**config.mk**
```make
export PLATFORM = sky130hd
export DESIGN_NAME = alarm_sequencer
export DESIGN_NICKNAME = d
export VERILOG_FILES = /design/src/rtl/alarm_pkg.sv /design/src/rtl/alarm_match.sv /design/src/rtl/alarm_pulse.sv /design/src/rtl/alarm_repeat.sv /design/src/rtl/alarm_sequencer.sv
export SDC_FILE = /design/constraint.sdc
export NUM_CORES = 1
export LEC_CHECK = 0
export BUFFER_PORTS_ARGS = -buffer_cell sky130_fd_sc_hd__buf_2
export CELL_PAD_IN_SITES_DETAIL_PLACEMENT = 1
export CELL_PAD_IN_SITES_GLOBAL_PLACEMENT = 2
export CORE_UTILIZATION = 24
export CTS_CLUSTER_DIAMETER = 100
export DETAILED_ROUTE_END_ITERATION = 12
export GPL_TIMING_DRIVEN = 0
export PLACE_DENSITY = 0.83
export SETUP_SLACK_MARGIN = 0.15
export SLEW_MARGIN = 10
export SYNTH_ARGS = -nofsm -noshare
export SYNTH_HDL_FRONTEND = slang
export SYNTH_SLANG_ARGS = --single-unit
```
**constraint.sdc**
```tcl
create_clock -name clk -period 1.8 [get_ports clk]
set_clock_uncertainty 0.05 [all_clocks]
set_input_delay 0.18 -clock clk [delete_from_list [all_inputs] [get_ports clk]]
set_output_delay 0.18 -clock clk [all_outputs]
set_load 0.005 [all_outputs]
```
**src/rtl/alarm_pkg.sv**
```systemverilog
package alarm_pkg;
  localparam int TIME_W = 44;
  localparam int MASK_W = 4;

  typedef struct packed {
    logic       half;
    logic [2:0] wday;
    logic [7:0] mon;
    logic [7:0] day;
    logic [7:0] hour;
    logic [7:0] minute;
    logic [7:0] second;
  } rtc_time_t;

  typedef struct packed {
    logic never;
    logic half;
    logic sec_lo;
    logic sec_hi;
    logic min_lo;
    logic min_hi;
    logic hour;
    logic wday;
    logic day;
    logic mon;
  } field_sel_t;

  function automatic field_sel_t decode_mask(input logic [MASK_W-1:0] m);
    field_sel_t s;
    s.never  = (m > 4'd9);
    s.half   = (m >= 4'd1) && (m <= 4'd9);
    s.sec_lo = (m >= 4'd2) && (m <= 4'd9);
    s.sec_hi = (m >= 4'd3) && (m <= 4'd9);
    s.min_lo = (m >= 4'd4) && (m <= 4'd9);
    s.min_hi = (m >= 4'd5) && (m <= 4'd9);
    s.hour   = (m >= 4'd6) && (m <= 4'd9);
    s.wday   = (m == 4'd7);
    s.day    = (m == 4'd8) || (m == 4'd9);
    s.mon    = (m == 4'd9);
    return s;
  endfunction
endpackage

```
**src/rtl/alarm_match.sv**
```systemverilog
module alarm_match
  import alarm_pkg::*;
(
  input  logic [TIME_W-1:0] now_i,
  input  logic [TIME_W-1:0] ref_i,
  input  logic [MASK_W-1:0] mask_i,
  output logic              hit_o
);
  rtc_time_t  a, b;
  field_sel_t sel;
  logic [8:0] ok;

  always_comb begin
    a   = rtc_time_t'(now_i);
    b   = rtc_time_t'(ref_i);
    sel = decode_mask(mask_i);
    ok[0] = !sel.half   || (a.half == b.half);
    ok[1] = !sel.sec_lo || (a.second[3:0] == b.second[3:0]);
    ok[2] = !sel.sec_hi || (a.second[7:4] == b.second[7:4]);
    ok[3] = !sel.min_lo || (a.minute[3:0] == b.minute[3:0]);
    ok[4] = !sel.min_hi || (a.minute[7:4] == b.minute[7:4]);
    ok[5] = !sel.hour   || (a.hour == b.hour);
    ok[6] = !sel.wday   || (a.wday == b.wday);
    ok[7] = !sel.day    || (a.day == b.day);
    ok[8] = !sel.mon    || (a.mon == b.mon);
    hit_o = !sel.never && (&ok);
  end
endmodule

```
**src/rtl/alarm_pulse.sv**
```systemverilog
module alarm_pulse (
  input  logic clk,
  input  logic rst_n,
  input  logic tick_i,
  input  logic armed_i,
  input  logic hit_i,
  output logic fire_o,
  output logic irq_o,
  output logic toggle_o
);
  logic tick_q;

  assign fire_o = tick_i && !tick_q && armed_i && hit_i;

  always_ff @(posedge clk) begin
    if (!rst_n) begin
      tick_q   <= 1'b0;
      irq_o    <= 1'b0;
      toggle_o <= 1'b0;
    end else begin
      tick_q <= tick_i;
      irq_o  <= fire_o;
      if (fire_o) toggle_o <= !toggle_o;
    end
  end
endmodule

```
**src/rtl/alarm_repeat.sv**
```systemverilog
module alarm_repeat #(
  parameter int CNT_W = 8
) (
  input  logic             clk,
  input  logic             rst_n,
  input  logic             fire_i,
  input  logic             chime_i,
  input  logic             en_we_i,
  input  logic             en_val_i,
  input  logic             cnt_we_i,
  input  logic [CNT_W-1:0] cnt_val_i,
  output logic             en_o,
  output logic [CNT_W-1:0] cnt_o
);
  localparam logic [CNT_W-1:0] CNT_ZERO = '0;
  localparam logic [CNT_W-1:0] CNT_FULL = '1;

  always_ff @(posedge clk) begin
    if (!rst_n) begin
      en_o  <= 1'b0;
      cnt_o <= CNT_ZERO;
    end else begin
      if (fire_i) begin
        if (cnt_o == CNT_ZERO) begin
          if (chime_i) cnt_o <= CNT_FULL;
          else         en_o  <= 1'b0;
        end else begin
          cnt_o <= cnt_o - 1'b1;
        end
      end
      if (en_we_i)  en_o  <= en_val_i;
      if (cnt_we_i) cnt_o <= cnt_val_i;
    end
  end
endmodule

```
**src/rtl/alarm_sequencer.sv**
```systemverilog
module alarm_sequencer
  import alarm_pkg::*;
#(
  parameter int CNT_W = 8
) (
  input  logic              clk,
  input  logic              rst_n,
  input  logic              tick_half,
  input  logic [TIME_W-1:0] time_now,
  input  logic [MASK_W-1:0] cfg_mask,
  input  logic              cfg_chime,
  input  logic              cfg_en_we,
  input  logic              cfg_en_val,
  input  logic              cfg_cnt_we,
  input  logic [CNT_W-1:0]  cfg_cnt_val,
  input  logic              cfg_alm_we,
  input  logic [TIME_W-1:0] cfg_alm_val,
  output logic              alarm_irq,
  output logic              alarm_toggle,
  output logic              en_rb,
  output logic [CNT_W-1:0]  cnt_rb
);
  logic [TIME_W-1:0] alm_q;
  logic              hit;
  logic              fire;

  always_ff @(posedge clk) begin
    if (!rst_n)                    alm_q <= '0;
    else if (cfg_alm_we && !en_rb) alm_q <= cfg_alm_val;
  end

  alarm_match u_match (
    .now_i  (time_now),
    .ref_i  (alm_q),
    .mask_i (cfg_mask),
    .hit_o  (hit)
  );

  alarm_pulse u_pulse (
    .clk      (clk),
    .rst_n    (rst_n),
    .tick_i   (tick_half),
    .armed_i  (en_rb),
    .hit_i    (hit),
    .fire_o   (fire),
    .irq_o    (alarm_irq),
    .toggle_o (alarm_toggle)
  );

  alarm_repeat #(.CNT_W(CNT_W)) u_repeat (
    .clk       (clk),
    .rst_n     (rst_n),
    .fire_i    (fire),
    .chime_i   (cfg_chime),
    .en_we_i   (cfg_en_we),
    .en_val_i  (cfg_en_val),
    .cnt_we_i  (cfg_cnt_we),
    .cnt_val_i (cfg_cnt_val),
    .en_o      (en_rb),
    .cnt_o     (cnt_rb)
  );
endmodule

```
After elaboration in Yosys (flattened, before gate mapping)
Cells that the tools add are included.

Register bits: 56. Input port bits: 108. Output and inout port bits: 11. Word-level logic and storage cells: 78.

$add $sub $neg: 1. Order comparisons: 8. Equal/unequal tests: 14. Mux-type cells: 8. Reduce and logical (&&, ||, !) cells: 41.

Operators by type and width (number): $mux W8 (4); $eq A8 B8 Y1 (3); $eq A4 B4 Y1 (4); $logic_not A1 Y1 (13); $ge A4 B3 Y1 const B (3); $logic_and A1 B1 Y1 (11); $logic_or A1 B1 Y1 (10); $reduce_and A9 Y1 (1); $eq A4 B4 Y1 const B (2); $ge A4 B2 Y1 const B (2); $logic_not A8 Y1 (1); $sub A8 B1 Y8 const B (1); $reduce_bool A2 Y1 (3); $eq A4 B3 Y1 const B (1); $ge A4 B1 Y1 const B (1); $gt A4 B4 Y1 const B (1); $le A4 B4 Y1 const B (1); $mux W1 (4); $eq A3 B3 Y1 (1); $ne A3 B3 Y1 const B (1); $reduce_and A3 Y1 (1); $ne A2 B1 Y1 const B (1); $reduce_and A2 Y1 (1); $eq A1 B1 Y1 (1).

Depth between registers and ports, before layout
Gate-level depths: netlist of the first run.

Word-level depth: 9. Depth in mapped cells: 9. Mapped depth without buffers: 8.

Cells and area by module
From an unflattened synthesis of the first run, not the netlist that was laid out.

Cell total of the unflattened synthesis: 348. Area total of the unflattened synthesis: 3096.7 um^2.

By module, submodules not included: alarm_sequencer (times used 1, cells an instance 192, area each 1836.8 um^2, seq. area each 880.8 um^2); alarm_match (times used 1, cells an instance 74, area each 590.6 um^2, seq. area each 0.0 um^2); alarm_repeat (times used 1, cells an instance 73, area each 566.8 um^2, seq. area each 180.2 um^2); alarm_pulse (times used 1, cells an instance 9, area each 102.6 um^2, seq. area each 60.1 um^2).

Worst setup path after synthesis of the first run
No wires, ideal clock.

Path type: register to register. From: register u_repeat.cnt_o[2]. To: register u_repeat.cnt_o[1]. Library setup time: 0.117 ns. Arrival time: 1.804 ns. Data required time: 1.633 ns. Slack: -0.171 ns. Cell stages (with the launch flop): 8. Path buffers: 1. Clock period less this slack: 1.971 ns. Cells stage by stage: dfxtp_1 -> nor4_1 -> nand3b_1 -> or2_1 -> or2_0 -> buf_2 -> a21o_1 -> a32o_1.

Word-level cells in the longest chain between the ends: 4. Elaborated cells on any way between the ends: 6. Classes of those cells: 1 x eq/ne; 3 x mux; 2 x reduce/logical.

RTL lines: start: declaration (RTL line alarm_repeat.sv:13) `output logic [CNT_W-1:0] cnt_o`; start signal: assignment (RTL line alarm_repeat.sv:28) `cnt_o <= cnt_o - 1'b1;`; start signal: assignment (RTL line alarm_repeat.sv:32) `if (cnt_we_i) cnt_o <= cnt_val_i;`; $logic_not A8 Y1 (*) (RTL line alarm_repeat.sv:24) `if (cnt_o == CNT_ZERO) begin`; $mux W8 (RTL line alarm_repeat.sv:24); $mux W8 (RTL line alarm_repeat.sv:23) `if (fire_i) begin`; $mux W8 (RTL line alarm_repeat.sv:32).

Mark *: on every way between the ends. The rest lies on a longest branch, timed or not. The select of a mux whose other input is x is not followed. A chain may end at the register's enable or synchronous reset.

Worst setup path in the final report of the first run
From: register alm_q[5]. To: register u_repeat.cnt_o[1].

Word-level cells in the longest chain between the ends: 7.

RTL lines: start: declaration (RTL line alarm_sequencer.sv:23) `logic [TIME_W-1:0] alm_q;`; start signal: assignment (RTL line alarm_sequencer.sv:29) `else if (cfg_alm_we && !en_rb) alm_q <= cfg_alm_val;`; $eq A4 B4 Y1 (RTL line alarm_match.sv:19) `ok[2] = !sel.sec_hi || (a.second[7:4] == b.second[7:4]);`; $logic_or A1 B1 Y1 (RTL line alarm_match.sv:19); $reduce_and A9 Y1 (RTL line alarm_match.sv:26) `hit_o = !sel.never && (&ok);`; $logic_and A1 B1 Y1 (RTL line alarm_match.sv:26); $logic_and A1 B1 Y1 (RTL line alarm_pulse.sv:13) `assign fire_o = tick_i && !tick_q && armed_i && hit_i;`; $reduce_bool A2 Y1 (no source line); $reduce_and A2 Y1 (no source line).

Every way passes these cells.

==> results of run 1 <==
==> how the worst max path moves through the flow <==
stage | depth (start not counted) | slack (ns) | startpoint | to
6_report | 8 | -0.24 | alm_q[5] | u_repeat.cnt_o[1]
5_1_grt | 8 | -0.36 | alm_q[22] | u_repeat.cnt_o[2]
4_1_cts | 8 | -0.43 | alm_q[22] | u_repeat.cnt_o[1]
3_5_place_dp | 8 | -0.54 | alm_q[22] | u_repeat.cnt_o[1]
3_3_place_gp | 8 | -0.56 | alm_q[22] | u_repeat.cnt_o[1]
2_1_floorplan | 8 | -0.11 | alm_q[22] | u_repeat.cnt_o[1]
==> metrics by stage <==
stage	utilization	cell area, um^2	hold slack, ns
after detailed placement	0.315	3820	0.355
after global placement	0.315	3820	0.353
after global routing	0.334	4050	0.0507
after floorplan	-	3020	0.252
after CTS	0.330	4000	0.0426
final	0.334	4050	0.0497
==> worst max-delay path: stages, from the launching register on <==
cell and delay (ns):
dfxtp_1 0.32, xnor2_1 0.17, nand4_1 0.20, a221oi_2 0.32, nand3_2 0.15, nor4_4 0.20
buf_6 0.20, nand3_2 0.08, a32o_1 0.25
==> cells by family after synthesis <==
family / synth area share
buffers and inverters: 0.0367
xor gates and xnor gates: 0.131
DFF: 0.373
adders and majority gates: 0.00834
AOI/OAI and AO/OA: 0.203
and+or+nand+nor: 0.230
muxes: 0.0171
==> power breakdown <==
| group | internal [uW] | switching, uW |
|---|---|---|
| clock | 557 | 439 |
| sequential | 1310 | 61.4 |
| combinational | 306 | 305 |
==> flip-flops by register name, summed over array words and instances (netlist names) <==
name              count
u_repeat.cnt_o        8
u_pulse.tick_q        1
alm_q                44
u_pulse.toggle_o      1
u_pulse.irq_o         1
u_repeat.en_o         1
==> cell type report <==
class | count | area, um^2 | area share
Multi-Input combinational cell | 283 | 1810 | 0.447
Sequential cell | 56 | 1130 | 0.278
Timing Repair Buffer | 123 | 631 | 0.156
Tap cell | 168 | 210 | 0.0519
Clock buffer | 8 | 146 | 0.0362
Buffer | 21 | 103 | 0.0253
Inverter | 6 | 22.5 | 0.00556
==> per-layer routing <==
metal,vias to the layer above,share of wire
met5,-,0
met4,0,0.014
met3,7,0.041
met2,71,0.49
met1,1350,0.46
li1,1498,-
==> layout by cell type (no fill, tap or decap), drive strengths merged, types with 2 or more instances in the layout <==
cell	instances
ha	2
nor2b	4
nor4	3
a21boi	45
and3	2
o211ai	2
o21ai	4
and2	4
a31oi	3
inv	6
nand2b	3
nand3	3
mux2i	4
a41o	2
nand4	8
clkbuf	27
a21oi	10
nand2	101
xnor2	37
a221oi	3
or2	2
dfxtp	56
nor2	9
o22a	2
xor2	8
buf	125
nor3	2
nand3b	3
==> what timing repair did <==
item	in CTS	in global routing
gates resized for setup	9	10
setup endpoints to repair	51	51
pin swaps	1	4
buffers inserted	2	4
hold buffers	0	0
==> impl_metrics.csv, run 1 <==
group,metric,value,unit
global_route,grt_max_degree,16,
synthesis,yosysSeqAreaShare,0.373,
job,drv_cap,0,
outcome,outcome,"finished with violations",
finish,stdcell_count,665,
critical_path,r2r_end,"u_repeat.cnt_o[1]",
sta,max_slew_margin,0.648,
sta,fin_ws,-0.239,ns
synthesis,ys_seq_elements,56,
sta,finalSetupTns,-1.93,ns
synthesis,synthArstFlopShare,0,
hold_path,min_to,"u_repeat.cnt_o[1]",
synthesis,ys_warn_count,0,
global_route,grtUsageMet2,0.262,
sta,fin_crit,2.04,ns
synthesis,synth_top_area_cell,"dfxtp_1",
route,viasPerCell,4.40,
sta,finalMaxSlewViolations,0,
global_route,grt_pass1_vias,3011,
global_route,overflow,0,
route,drt-total-wl,9.32,mm
clock_network,cts_buffer_depth,2,
clock_network,cts_max_level,2,
route,vias,2926,
finish,drive_gt1_frac,0.320,
clock_network,cts_root_buffer,"clkbuf_16",
clock_network,cts_tree,"yes",
clock_network,clk_pin_slew,0.07,ns
clock_network,clock_latency,0.29,ns
finish,nets,606,
route,wire_per_inst,14.0,um
critical_path,worstReg2RegStart,"alm_q[5]",
global_route,grt_antenna_before_repair,0,
critical_path,required,1.94,ns
route,dr.pass1.iters,4,
hold_path,min_path_cells,2,
critical_path,crit_fanout,10,
placed_design,routabilityCongestion,0.793,
floorplanning,num_rows,40,
floorplanning,core_area,0.0121,mm^2
synthesis,synth_edf_count,0,
floorplanning,die_y,114,um
floorplanning,die_area,0.0130,mm^2
critical_path,worst_setup_path_end_kind,"register",
floorplanning,die_w,114,um
global_route,use_met3,0.0266,
hold_path,hp-class,"in -> reg",
placed_design,place_ws,-0.544,ns
floorplanning,pin_count,119,
critical_path,cp.arrival,2.18,ns
global_route,grt_pass1_wl,14.8,mm
power,ir_drop,0.371,mV
sta,worst_pin_slew,0.528,ns
placed_design,place_inst,651,
power,totalPowerFinal,2980,uW
finish,antenna_cells,0,
critical_path,setup.worst_path.class,"reg -> reg",
hold_path,min_from,"cfg_cnt_val[1]",
route,route.detailed.drc,0,
critical_path,startpoint_type,"register",
sta,rsz0062_at_grt,"yes",
power,power.leakage,0.00173,uW
power,power_per_cell_area,737,mW/mm^2
clock_network,cts.sinks,56,
synthesis,ys_top_cells_by_area,"dfxtp_1, nand2_1, xnor2_1",
synthesis,synth_top_area_frac,0.373,
finish,area.growth.synth_to_final,34.8,%
synthesis,ys.flop_type,"dfxtp_1",
synthesis,syn_inst,366,
sta,finalCritPeriodShare,1.13,
route,drtIter0Drc,123,
global_route,grt_util_all_layers,0.148,
placed_design,dp_hpwl,7.42,mm
synthesis,synth_common_cells,"nand2_1, dfxtp_1, a21boi_1",
synthesis,yosysUniqueCellTypes,51,
synthesis,syn-cell-area,0.00300,mm^2
floorplanning,initial_utilization,0.248,
synthesis,syn_area_per_cell,8.20,um^2
sta,hold_violations,0,
clock_network,cts_made_buffers,5,
synthesis,synth_nets,476,
critical_path,r2r_slack,-0.24,ns
placed_design,io_buffer_count,117,
outcome,violations,"setup timing",
route,ant_nets,0,
sta,max_freq,0.490,GHz
sta,setup_viol,10,
synthesis,yosysMostFrequentCell,"nand2_1",
critical_path,r2r_cells,8,
global_route,grtUsageMet1,0.183,
finish,n_fill_cell,1512,
global_route,top_usage_layer,"met2",
No activity file was read; power rests on OpenSTA's default activity.
==> inputs of run 2 (changes only) <==
--- a/config.mk
+++ b/config.mk
@@ -13,7 +13,6 @@
 export DETAILED_ROUTE_END_ITERATION = 12
 export GPL_TIMING_DRIVEN = 0
 export PLACE_DENSITY = 0.83
-export SETUP_SLACK_MARGIN = 0.15
 export SLEW_MARGIN = 10
 export SYNTH_ARGS = -nofsm -noshare
 export SYNTH_HDL_FRONTEND = slang
==> run 2 against run 1 <==
  * The run still ends with setup timing left
  * Worst setup slack got worse by 0.023 ns
  * Via count rose by 0.96%
  * Cell count fell by 0.45%
  * Sequential cell count did not move
  * Global-route usage rose by 0.21 points
  * Die area did not move
  * Hold slack improved by 0.0015 ns
  * Critical path depth fell by 1
  * Count of clock-buffer cells in the layout fell by 2
  * Core utilization barely moved
==> impl_metrics.csv, run 2 (same netlist as run 1, synthesis figures left out) <==
group,metric,value,unit
critical_path,startpoint,"u_repeat.cnt_o[2]",
critical_path,crit_fanout,8,
finish,fin_area,0.00405,mm^2
critical_path,cp.buffers_inverters,1,
power,ir_drop,0.339,mV
placed_design,io_buffer_count,117,
sta,finalMaxSlewViolations,0,
sta,fin_ws,-0.262,ns
finish,stdcell_count,662,
job,drv_cap,0,
clock_network,clock_latency,0.30,ns
placed_design,place_ws,-0.492,ns
finish,largest_register_ffs,44,
route,wire_per_inst,14.4,um
floorplanning,core_area,0.0121,mm^2
outcome,outcome,"finished with violations",
sta,fin_crit,2.06,ns
power,power.leakage,0.00172,uW
critical_path,slowest_stage,"dfxtp_2",
global_route,grt_pass1_vias,3140,
sta,max_freq,0.485,GHz
critical_path,worst_path_largest_cell_delay,0.37,ns
sta,max_slew_margin,0.616,
floorplanning,num_rows,40,
finish,n_fill_cell,1496,
placed_design,post_dp_cell_area,0.00381,mm^2
sta,finalCritPeriodShare,1.15,
finish,regMostFlops,"alm_q",
finish,multiInputGateArea,0.00182,mm^2
finish,layout_commonest_cell,"buf_2",
finish,antenna_cells,0,
finish,nets,603,
hold_path,hp-class,"in -> reg",
sta,setup_viol,11,
global_route,grt_max_degree,17,
clock_network,clk_pin_slew,0.07,ns
clock_network,cts_tree,"yes",
critical_path,cp.arrival,2.20,ns
finish,area.growth.synth_to_final,35.0,%
route,ant_nets,0,
clock_network,cts_max_level,2,
global_route,grt_util_all_layers,0.150,
global_route,grt_pass1_wl,15.0,mm
floorplanning,initial_utilization,0.248,
sta,rsz0062_at_grt,"yes",
power,totalPowerFinal,3110,uW
clock_network,cts.sinks,56,
sta,hold_violations,0,
clock_network,cts_root_buffer,"clkbuf_16",
critical_path,required,1.94,ns
sta,worst_pin_slew,0.576,ns
floorplanning,pin_count,119,
floorplanning,die_y,114,um
clock_network,cts_made_buffers,5,
floorplanning,die_w,114,um
finish,final_cell_mix,"buf_2, nand2_1, dfxtp_1",
critical_path,worstPathCellList,"nor4_4 > nand3b_1 > or2_4 > or2_0 > buf_4 > a21o_1 > a32o_1",
placed_design,routabilityCongestion,0.823,
clock_network,cts_buffer_depth,2,
route,viasPerCell,4.46,
global_route,overflow,0,
placed_design,place_inst,651,
critical_path,crit_family,"simple AND/OR/NAND/NOR gates",
placed_design,dp_hpwl,7.54,mm
outcome,violations,"setup timing",
route,drt-total-wl,9.52,mm
power,power_per_cell_area,767,mW/mm^2
finish,regArea,0.00113,mm^2
critical_path,setup.worst_path.class,"reg -> reg",
critical_path,startpoint_type,"register",
route,route.detailed.drc,0,
sta,whs,0.0512,ns
clock_network,cts-hold-fix-buffers,0,
route,drtIter0Drc,87,
finish,reg_top3,"alm_q (44), u_repeat.cnt_o (8)",
global_route,grt_antenna_before_repair,0,
hold_path,min_from,"cfg_cnt_val[7]",
route,vias,2954,
finish,drive_gt1_frac,0.318,
route,dr.pass1.iters,4,
critical_path,worstReg2RegStart,"u_repeat.cnt_o[2]",
floorplanning,die_area,0.0130,mm^2
critical_path,worst_setup_path_end_kind,"register",
## run 2: tightest hold or removal path, cell delays in order
cell      delay [ns]
buf_2           0.07
nand2_1         0.04
o211ai_1        0.07
## run 2: per-stage QoR
step           utilization  setup TNS [ns]
4_1_cts              0.331           -3.82
3_3_place_gp         0.315           -4.10
2_1_floorplan            -          -0.324
3_5_place_dp         0.315           -4.18
6_report             0.335           -2.31
5_1_grt              0.335           -3.63
## run 2: metal layers
metal	routed length, um	up-vias	track usage	share of wire
met5	0	-	0	0
met4	96	0	0.0390	0.010
met3	378	9	0.0298	0.040
met2	4710	69	0.270	0.50
met1	4330	1388	0.182	0.46
li1	-	1488	-	-
## run 2: power breakdown
group / internal [uW] / switching [uW]
Sequential: 1310 / 61.9
Combinational: 298 / 308
Clock: 657 / 470
## run 2: final timing paths
check / cells past startpoint / end / slack [ns]
worst max-delay path: 7 / u_repeat.cnt_o[1] / -0.26
worst min-delay path: 3 / u_repeat.cnt_o[7] / 0.05
worst max register to register: 7 / u_repeat.cnt_o[1] / -0.26
worst min register to register: 2 / alm_q[22] / 0.41
## run 2: repair_timing
| action | 4_1_cts | 5_1_grt |
|---|---|---|
| setup buffers | 2 | 1 |
| resized for setup | 4 | 21 |
| setup endpoints to repair | 16 | 51 |
| pin swaps | 2 | 3 |
## run 2: layout make-up
class,instances,area share
Multi-Input combinational cell,283,0.449
Sequential cell,56,0.278
Timing Repair Buffer,120,0.150
Tap cell,168,0.0519
Clock buffer,6,0.0318
Buffer,21,0.0247
Clock inverter,2,0.00865
Inverter,6,0.00556
